--- src/rtl/irq_entry_pkg.sv ---
`timescale 1ns/1ps
package irq_entry_pkg;

    typedef enum logic [2:0] {
        ST_IDLE     = 3'd0,
        ST_SAVE_PS  = 3'd1,
        ST_SAVE_RA  = 3'd2,
        ST_DROP_SP  = 3'd3,
        ST_SET_MASK = 3'd4,
        ST_GET_VEC  = 3'd5,
        ST_LOAD_PC  = 3'd6
    } entry_state_t;

    typedef enum logic [1:0] {
        LEN_SHORT = 2'd0,
        LEN_MID   = 2'd1,
        LEN_LONG  = 2'd2,
        LEN_RSVD  = 2'd3
    } len_class_t;

    localparam int STACK_FRAME_BYTES = 8;
    localparam int WORD_BYTES        = 4;

endpackage

--- src/rtl/irq_ret_addr.sv ---
`timescale 1ns/1ps
module irq_ret_addr
    import irq_entry_pkg::*;
#(
    parameter int WORD_W = 32
) (
    input  logic [WORD_W-1:0] pc,
    input  logic [1:0]        len_class,
    output logic [WORD_W-1:0] ret_addr
);
    logic [WORD_W-1:0] step;

    always_comb begin
        unique case (len_class_t'(len_class))
            LEN_MID:  step = WORD_W'(4);
            LEN_LONG: step = WORD_W'(6);
            default:  step = WORD_W'(2);
        endcase
    end

    assign ret_addr = pc + step;
endmodule

--- src/rtl/irq_vec_addr.sv ---
`timescale 1ns/1ps
module irq_vec_addr
    import irq_entry_pkg::*;
#(
    parameter int WORD_W = 32,
    parameter int NUM_W  = 8
) (
    input  logic [WORD_W-1:0] base,
    input  logic [NUM_W-1:0]  num,
    output logic [WORD_W-1:0] addr
);
    // Table runs downward: the highest number sits at the base.
    // (2^NUM_W - 1) - num is the bitwise inverse of num.
    logic [NUM_W-1:0]  slot;
    logic [WORD_W-1:0] offset;

    assign slot   = ~num;
    assign offset = WORD_W'(slot) * WORD_W'(WORD_BYTES);
    assign addr   = base + offset;
endmodule

--- src/rtl/irq_ps_patch.sv ---
`timescale 1ns/1ps
module irq_ps_patch #(
    parameter int WORD_W  = 32,
    parameter int LVL_W   = 5,
    parameter int ILM_LSB = 16,
    parameter int S_BIT   = 5
) (
    input  logic [WORD_W-1:0] ps_old,
    input  logic [LVL_W-1:0]  level,
    output logic [WORD_W-1:0] ps_new
);
    for (genvar i = 0; i < WORD_W; i++) begin : g_bit
        if (i == S_BIT) begin : g_sel
            assign ps_new[i] = 1'b0;
        end else if (i >= ILM_LSB && i < ILM_LSB + LVL_W) begin : g_mask
            assign ps_new[i] = level[i - ILM_LSB];
        end else begin : g_keep
            assign ps_new[i] = ps_old[i];
        end
    end
endmodule

--- src/rtl/irq_entry_seq.sv ---
`timescale 1ns/1ps
module irq_entry_seq
    import irq_entry_pkg::*;
#(
    parameter int WORD_W  = 32,
    parameter int NUM_W   = 8,
    parameter int LVL_W   = 5,
    parameter int ILM_LSB = 16,
    parameter int S_BIT   = 5
) (
    input  logic              clk,
    input  logic              rst_n,
    input  logic              acc_valid,
    input  logic [NUM_W-1:0]  acc_num,
    input  logic [LVL_W-1:0]  acc_level,
    input  logic [WORD_W-1:0] ps_in,
    input  logic [WORD_W-1:0] pc_in,
    input  logic [1:0]        len_class,
    input  logic [WORD_W-1:0] ssp_in,
    input  logic [WORD_W-1:0] vec_base,
    output logic              busy,
    output logic              wr_req,
    output logic [WORD_W-1:0] wr_addr,
    output logic [WORD_W-1:0] wr_data,
    input  logic              wr_ready,
    output logic              rd_req,
    output logic [WORD_W-1:0] rd_addr,
    input  logic              rd_ready,
    input  logic [WORD_W-1:0] rd_data,
    output logic              ssp_we,
    output logic [WORD_W-1:0] ssp_out,
    output logic              ps_we,
    output logic [WORD_W-1:0] ps_out,
    output logic              pc_we,
    output logic [WORD_W-1:0] pc_out,
    output logic              reeval
);
    localparam logic [WORD_W-1:0] PS_SLOT = WORD_W'(WORD_BYTES);
    localparam logic [WORD_W-1:0] FRAME   = WORD_W'(STACK_FRAME_BYTES);

    entry_state_t      state, state_nx;
    logic [NUM_W-1:0]  num_q;
    logic [LVL_W-1:0]  lvl_q;
    logic [WORD_W-1:0] ps_q, ra_q, ssp_q, base_q, vec_q;
    logic [WORD_W-1:0] ret_now, vec_addr, ps_patched;

    irq_ret_addr #(.WORD_W(WORD_W)) u_ret (
        .pc        (pc_in),
        .len_class (len_class),
        .ret_addr  (ret_now)
    );

    irq_vec_addr #(.WORD_W(WORD_W), .NUM_W(NUM_W)) u_vec (
        .base (base_q),
        .num  (num_q),
        .addr (vec_addr)
    );

    irq_ps_patch #(
        .WORD_W(WORD_W), .LVL_W(LVL_W), .ILM_LSB(ILM_LSB), .S_BIT(S_BIT)
    ) u_patch (
        .ps_old (ps_q),
        .level  (lvl_q),
        .ps_new (ps_patched)
    );

    // Next-state selection
    always_comb begin
        state_nx = state;
        unique case (state)
            ST_IDLE:     if (acc_valid) state_nx = ST_SAVE_PS;
            ST_SAVE_PS:  if (wr_ready)  state_nx = ST_SAVE_RA;
            ST_SAVE_RA:  if (wr_ready)  state_nx = ST_DROP_SP;
            ST_DROP_SP:  state_nx = ST_SET_MASK;
            ST_SET_MASK: state_nx = ST_GET_VEC;
            ST_GET_VEC:  if (rd_ready)  state_nx = ST_LOAD_PC;
            ST_LOAD_PC:  state_nx = ST_IDLE;
            default:     state_nx = ST_IDLE;
        endcase
    end

    // State register and captured context
    always_ff @(posedge clk) begin
        if (!rst_n) begin
            state  <= ST_IDLE;
            num_q  <= '0;
            lvl_q  <= '0;
            ps_q   <= '0;
            ra_q   <= '0;
            ssp_q  <= '0;
            base_q <= '0;
            vec_q  <= '0;
        end else begin
            state <= state_nx;
            if (state == ST_IDLE && acc_valid) begin
                num_q  <= acc_num;
                lvl_q  <= acc_level;
                ps_q   <= ps_in;
                ra_q   <= ret_now;
                ssp_q  <= ssp_in;
                base_q <= vec_base;
            end
            if (state == ST_GET_VEC && rd_ready) begin
                vec_q <= rd_data;
            end
        end
    end

    // Outputs decoded from the state
    always_comb begin
        busy    = (state != ST_IDLE);
        wr_req  = 1'b0;
        wr_addr = ssp_q - PS_SLOT;
        wr_data = ps_q;
        rd_req  = 1'b0;
        rd_addr = vec_addr;
        ssp_we  = 1'b0;
        ssp_out = ssp_q - FRAME;
        ps_we   = 1'b0;
        ps_out  = ps_patched;
        pc_we   = 1'b0;
        pc_out  = vec_q;
        reeval  = 1'b0;
        unique case (state)
            ST_SAVE_PS: begin
                wr_req = 1'b1;
            end
            ST_SAVE_RA: begin
                wr_req  = 1'b1;
                wr_addr = ssp_q - FRAME;
                wr_data = ra_q;
            end
            ST_DROP_SP:  ssp_we = 1'b1;
            ST_SET_MASK: ps_we  = 1'b1;
            ST_GET_VEC:  rd_req = 1'b1;
            ST_LOAD_PC: begin
                pc_we  = 1'b1;
                reeval = 1'b1;
            end
            default: ;
        endcase
    end
endmodule

--- config.mk ---
export PLATFORM = sky130hd
export DESIGN_NAME = irq_entry_seq
export DESIGN_NICKNAME = d
export VERILOG_FILES = /design/src/rtl/irq_entry_pkg.sv /design/src/rtl/irq_ret_addr.sv /design/src/rtl/irq_vec_addr.sv /design/src/rtl/irq_ps_patch.sv /design/src/rtl/irq_entry_seq.sv
export SDC_FILE = /design/constraint.sdc
export NUM_CORES = 1
export LEC_CHECK = 0
export CAP_MARGIN = 20
export CELL_PAD_IN_SITES_DETAIL_PLACEMENT = 1
export CELL_PAD_IN_SITES_GLOBAL_PLACEMENT = 2
export CORE_ASPECT_RATIO = 0.6
export CORE_MARGIN = 4
export CORE_UTILIZATION = 27
export DETAILED_ROUTE_END_ITERATION = 7
export PLACE_DENSITY = 0.92
export SLEW_MARGIN = 30
export SYNTH_ARGS = -nofsm -noshare
export SYNTH_HDL_FRONTEND = slang
export SYNTH_HIERARCHICAL = 1
export SYNTH_SLANG_ARGS = --single-unit
--- constraint.sdc ---
create_clock -name clk -period 5.1 [get_ports clk]
set_input_delay 0.765 -clock clk [delete_from_list [all_inputs] [get_ports clk]]
set_output_delay 0.765 -clock clk [all_outputs]
set_load 0.02 [all_outputs]
==> flow_metrics.py <==
metrics = {
    "status": {
        "run_status": "completed",
    },
    "floorplanning": {
        "floorplan.rows": 54,
        "floorplan.die_area_um2": 40500,
        "chipWidth_um": 257,
        "die_h_um": 157,
        "initial_core_util_pct": 27.5,
        "top_level_ports": 379,
        "design.core.area_um2": 36600,
    },
    "synthesis": {
        "synth_fa_ha_area_share_pct": 2.02,
        "yosys_most_used_dff": "sky130_fd_sc_hd__dfxtp_1",
        "synth-compound-area-share_pct": 16.1,
        "syn_avg_cell_area_um2": 8.07,
        "synth_top_family_by_area": "simple AND/OR/NAND/NOR gates",
        "synth_edf_count": 0,
        "ys_async_sr_fraction_pct": 0,
        "cell_variety_after_synth": 62,
        "synthesis.instances": 1245,
        "postSynthNetCount": 1440,
        "synth_seq_area_share_pct": 35.1,
        "synth.ff_latch_count": 176,
        "synth_xor_xnor_area_share_pct": 9.68,
        "synth_simple_gate_area_share_pct": 25.7,
        "synthesis.yosys.warnings": 6,
        "synthesis.area_um2": 10000,
        "synth.area.mux_share_pct": 3.79,
    },
    "worst_setup_path": {
        "worst-setup-path-type": "reg2out",
        "critical-path-top-delay-family": "simple AND/OR/NAND/NOR gates",
        "critical_path.slowest_cell": "sky130_fd_sc_hd__nand4_1",
        "worst-path-buf-inv": 2,
        "worstSetupPathDepth": 7,
        "cp-end-kind": "output port",
        "max_stage_delay_on_crit_path_ns": 0.63,
        "required_time_reported_for_the_critical_path_endpoint_ns": 4.34,
        "crit_chain": "inv_1 -> ha_1 -> nor3b_2 -> nand4_1 -> nor4_1 -> xor2_1 -> clkdlybuf4s50_1",
        "crit_path_max_fanout": 12,
        "r2r.worst_path.cells": 5,
        "timing.critical_path.from_type": "flip-flop",
        "critPathArrivalTime_ns": 3.72,
    },
    "clocking": {
        "hold_buffers": 0,
        "clock-sinks": 176,
        "clock_tree_from_tritoncts": "done",
        "path_clk_slew_ns": 0.07,
        "cts-root-buf": "sky130_fd_sc_hd__clkbuf_16",
        "ctsLongestPathBuffers": 2,
        "clock_latency_ns": 0.44,
        "htreeDepth": 4,
        "cts_resized": 0,
        "postCtsSetupRepairBufs": 0,
        "cts_inserted_buffers": 17,
    },
    "route": {
        "antenna_violating_nets_post_route": 0,
        "drt_drc_violations_left": 0,
        "topRoutingLayerUsed": "met5",
        "wl_met1_um": 17500,
        "vias": 9476,
        "vias_per_cell": 4.63,
        "met2_wirelength_um": 17500,
        "drt_iter0_markers": 355,
        "met3_wirelength_um": 2240,
        "routed_wire_length_um": 37600,
        "drtPass1Iterations": 4,
        "wl_per_cell_um": 18.3,
    },
    "power_and_ir_drop": {
        "vdd.ir_drop.worst_mv": 0.234,
        "p_sw_w": 0.00161,
        "cellPowerDensity_nw_per_um2": 312,
        "netSwitchingFraction_pct": 35.5,
        "seq_power_share_pct": 34.4,
        "p_comb_share_pct": 34.5,
        "clock_power_share_pct": 31.1,
        "internal-power_w": 0.00293,
        "leak_pwr_nw": 5.28,
        "p_total_w": 0.00454,
    },
    "layout": {
        "areaGrowthSynthToFinish_pct": 44.8,
        "fin_util_pct": 39.8,
        "drive_gt1_share_pct": 7.54,
        "postLayoutCellArea_um2": 14500,
        "final_net_count": 1721,
    },
    "placement": {
        "buffer_ports.inserted": 377,
        "detailed_place.area_um2": 13900,
        "gp_congestion": 0.852,
        "dpl.hpwl_um": 28300,
    },
    "global_route": {
        "gr-total-overflow": 0,
        "grt_pass1_wl_um": 57300,
        "grt_use_total_pct": 17.9,
        "antenna_violations_before_repair": 6,
        "pin_count_of_the_biggest_net_entering_global_routing": 81,
        "first_global_vias": 9880,
    },
    "min_path": {
        "hp-class": "reg2reg",
        "hold-path-cell-count": 2,
    },
    "flow_run": {
        "max-cap-violations": 0,
    },
    "sta": {
        "fin_crit_sh_pct": 88.0,
        "post-route-min-period_ns": 4.49,
        "slew_viol_final": 0,
        "clock_skew_ns": 0.0112,
        "final-hold-violation-count": 0,
        "final_report_setup_violation_count": 0,
        "rsz0062_at_grt": "false",
        "tns_ns": 0,
        "fmax_mhz": 223,
        "tightest_slew_ns": 0.784,
        "maxSlewHeadroom_pct": 47.5,
    },
}
## sequential cells by signal, indices dropped and copies added, names as in the netlist
name / flops
base_q: 32
ra_q: 32
pc_out: 32
state: 3
lvl_q: 5
ps_q: 32
num_q: 8
ssp_q: 32
## routing by layer
metal | vias to the layer above | GRT usage, %
li1 | 4665 | -
met1 | 4569 | 23.6
met2 | 216 | 29.1
met3 | 24 | 5.19
met4 | 2 | 4.46
met5 | - | 0
## path summary, 6_finish.rpt
| kind | endpoint | slack [ns] | startpoint |
|---|---|---|---|
| worst min register to register | num_q[6] | 0.46 | num_q[6] |
| worst max-delay path | wr_addr[31] | 0.61 | ssp_q[3] |
| worst max register to register | ra_q[30] | 2.70 | state[0] |
| worst min-delay path | num_q[6] | 0.46 | num_q[6] |
## stage by stage
step | std cells | hold WS [ns] | setup WS, ns
after CTS | 2043 | 0.469 | 0.572
after global routing | 2048 | 0.491 | 0.355
after floorplan | 1245 | 0.440 | 2.20
after global placement | 2011 | 0.450 | 1.20
after detailed placement | 2011 | 0.459 | 1.07
final | 2048 | 0.465 | 0.611
## tightest hold or removal path, cell delays in order, from the launching register on
cell	delay, ns
sky130_fd_sc_hd__dfxtp_1	0.31
sky130_fd_sc_hd__nand2_1	0.04
sky130_fd_sc_hd__a21boi_0	0.06
## cells by family (layout without fill, tap and decap cells)
group                      after synthesis  after routing
other                                    1              6
DFF                                    176            176
AOI/OAI and AO/OA                      208            208
xor gates and xnor gates               111            111
and+or+nand+nor                        552            552
adders and majority gates               15             15
buffers and inverters                  148            442
muxes                                   34             34
## cells in the mapped netlist, types with 21 or more instances
cell type	instances	area, um^2
sky130_fd_sc_hd__buf_4	42	315
sky130_fd_sc_hd__xor2_1	63	552
sky130_fd_sc_hd__nand2_1	373	1400
sky130_fd_sc_hd__dfxtp_1	176	3520
sky130_fd_sc_hd__nor2_1	30	113
sky130_fd_sc_hd__a21boi_0	175	1310
sky130_fd_sc_hd__nand3_1	32	160
sky130_fd_sc_hd__mux2_2	32	360
sky130_fd_sc_hd__inv_1	21	78.8
sky130_fd_sc_hd__nor4_1	21	131
sky130_fd_sc_hd__xnor2_1	48	420
sky130_fd_sc_hd__clkbuf_1	62	233
## layout by cell type (no fill, tap or decap), types with 10 or more instances in the layout
cell,count
sky130_fd_sc_hd__inv_1,21
sky130_fd_sc_hd__a21oi_1,13
sky130_fd_sc_hd__nand3_1,32
sky130_fd_sc_hd__nor2_1,29
sky130_fd_sc_hd__nand4_1,16
sky130_fd_sc_hd__xor2_1,63
sky130_fd_sc_hd__xnor2_1,48
sky130_fd_sc_hd__nor4_1,21
sky130_fd_sc_hd__ha_1,13
sky130_fd_sc_hd__dfxtp_1,176
sky130_fd_sc_hd__clkbuf_16,17
sky130_fd_sc_hd__mux2_2,32
sky130_fd_sc_hd__buf_4,10
sky130_fd_sc_hd__clkdlybuf4s50_1,376
sky130_fd_sc_hd__nor3_1,20
sky130_fd_sc_hd__a21boi_0,175
sky130_fd_sc_hd__nand2_1,372
## power groups by stage
stage                     Sequential (W)  Clock, W  Combinational (W)
after floorplan                  0.00155         0           0.000900
after global placement           0.00159         0            0.00156
after detailed placement         0.00159         0            0.00158
after CTS                        0.00156   0.00147            0.00158
after global routing             0.00157   0.00151            0.00168
final                            0.00156   0.00141            0.00157
## cell type report
class	count	area, um^2
Multi-Input combinational cell	921	5780
Clock inverter	15	196
Sequential cell	176	3520
Inverter	21	78.8
Antenna cell	5	12.5
Clock buffer	17	425
Tap cell	504	631
Fill cell	4302	22000
Timing Repair Buffer	389	3900
Note: power is estimated with default switching activity, not from simulation.
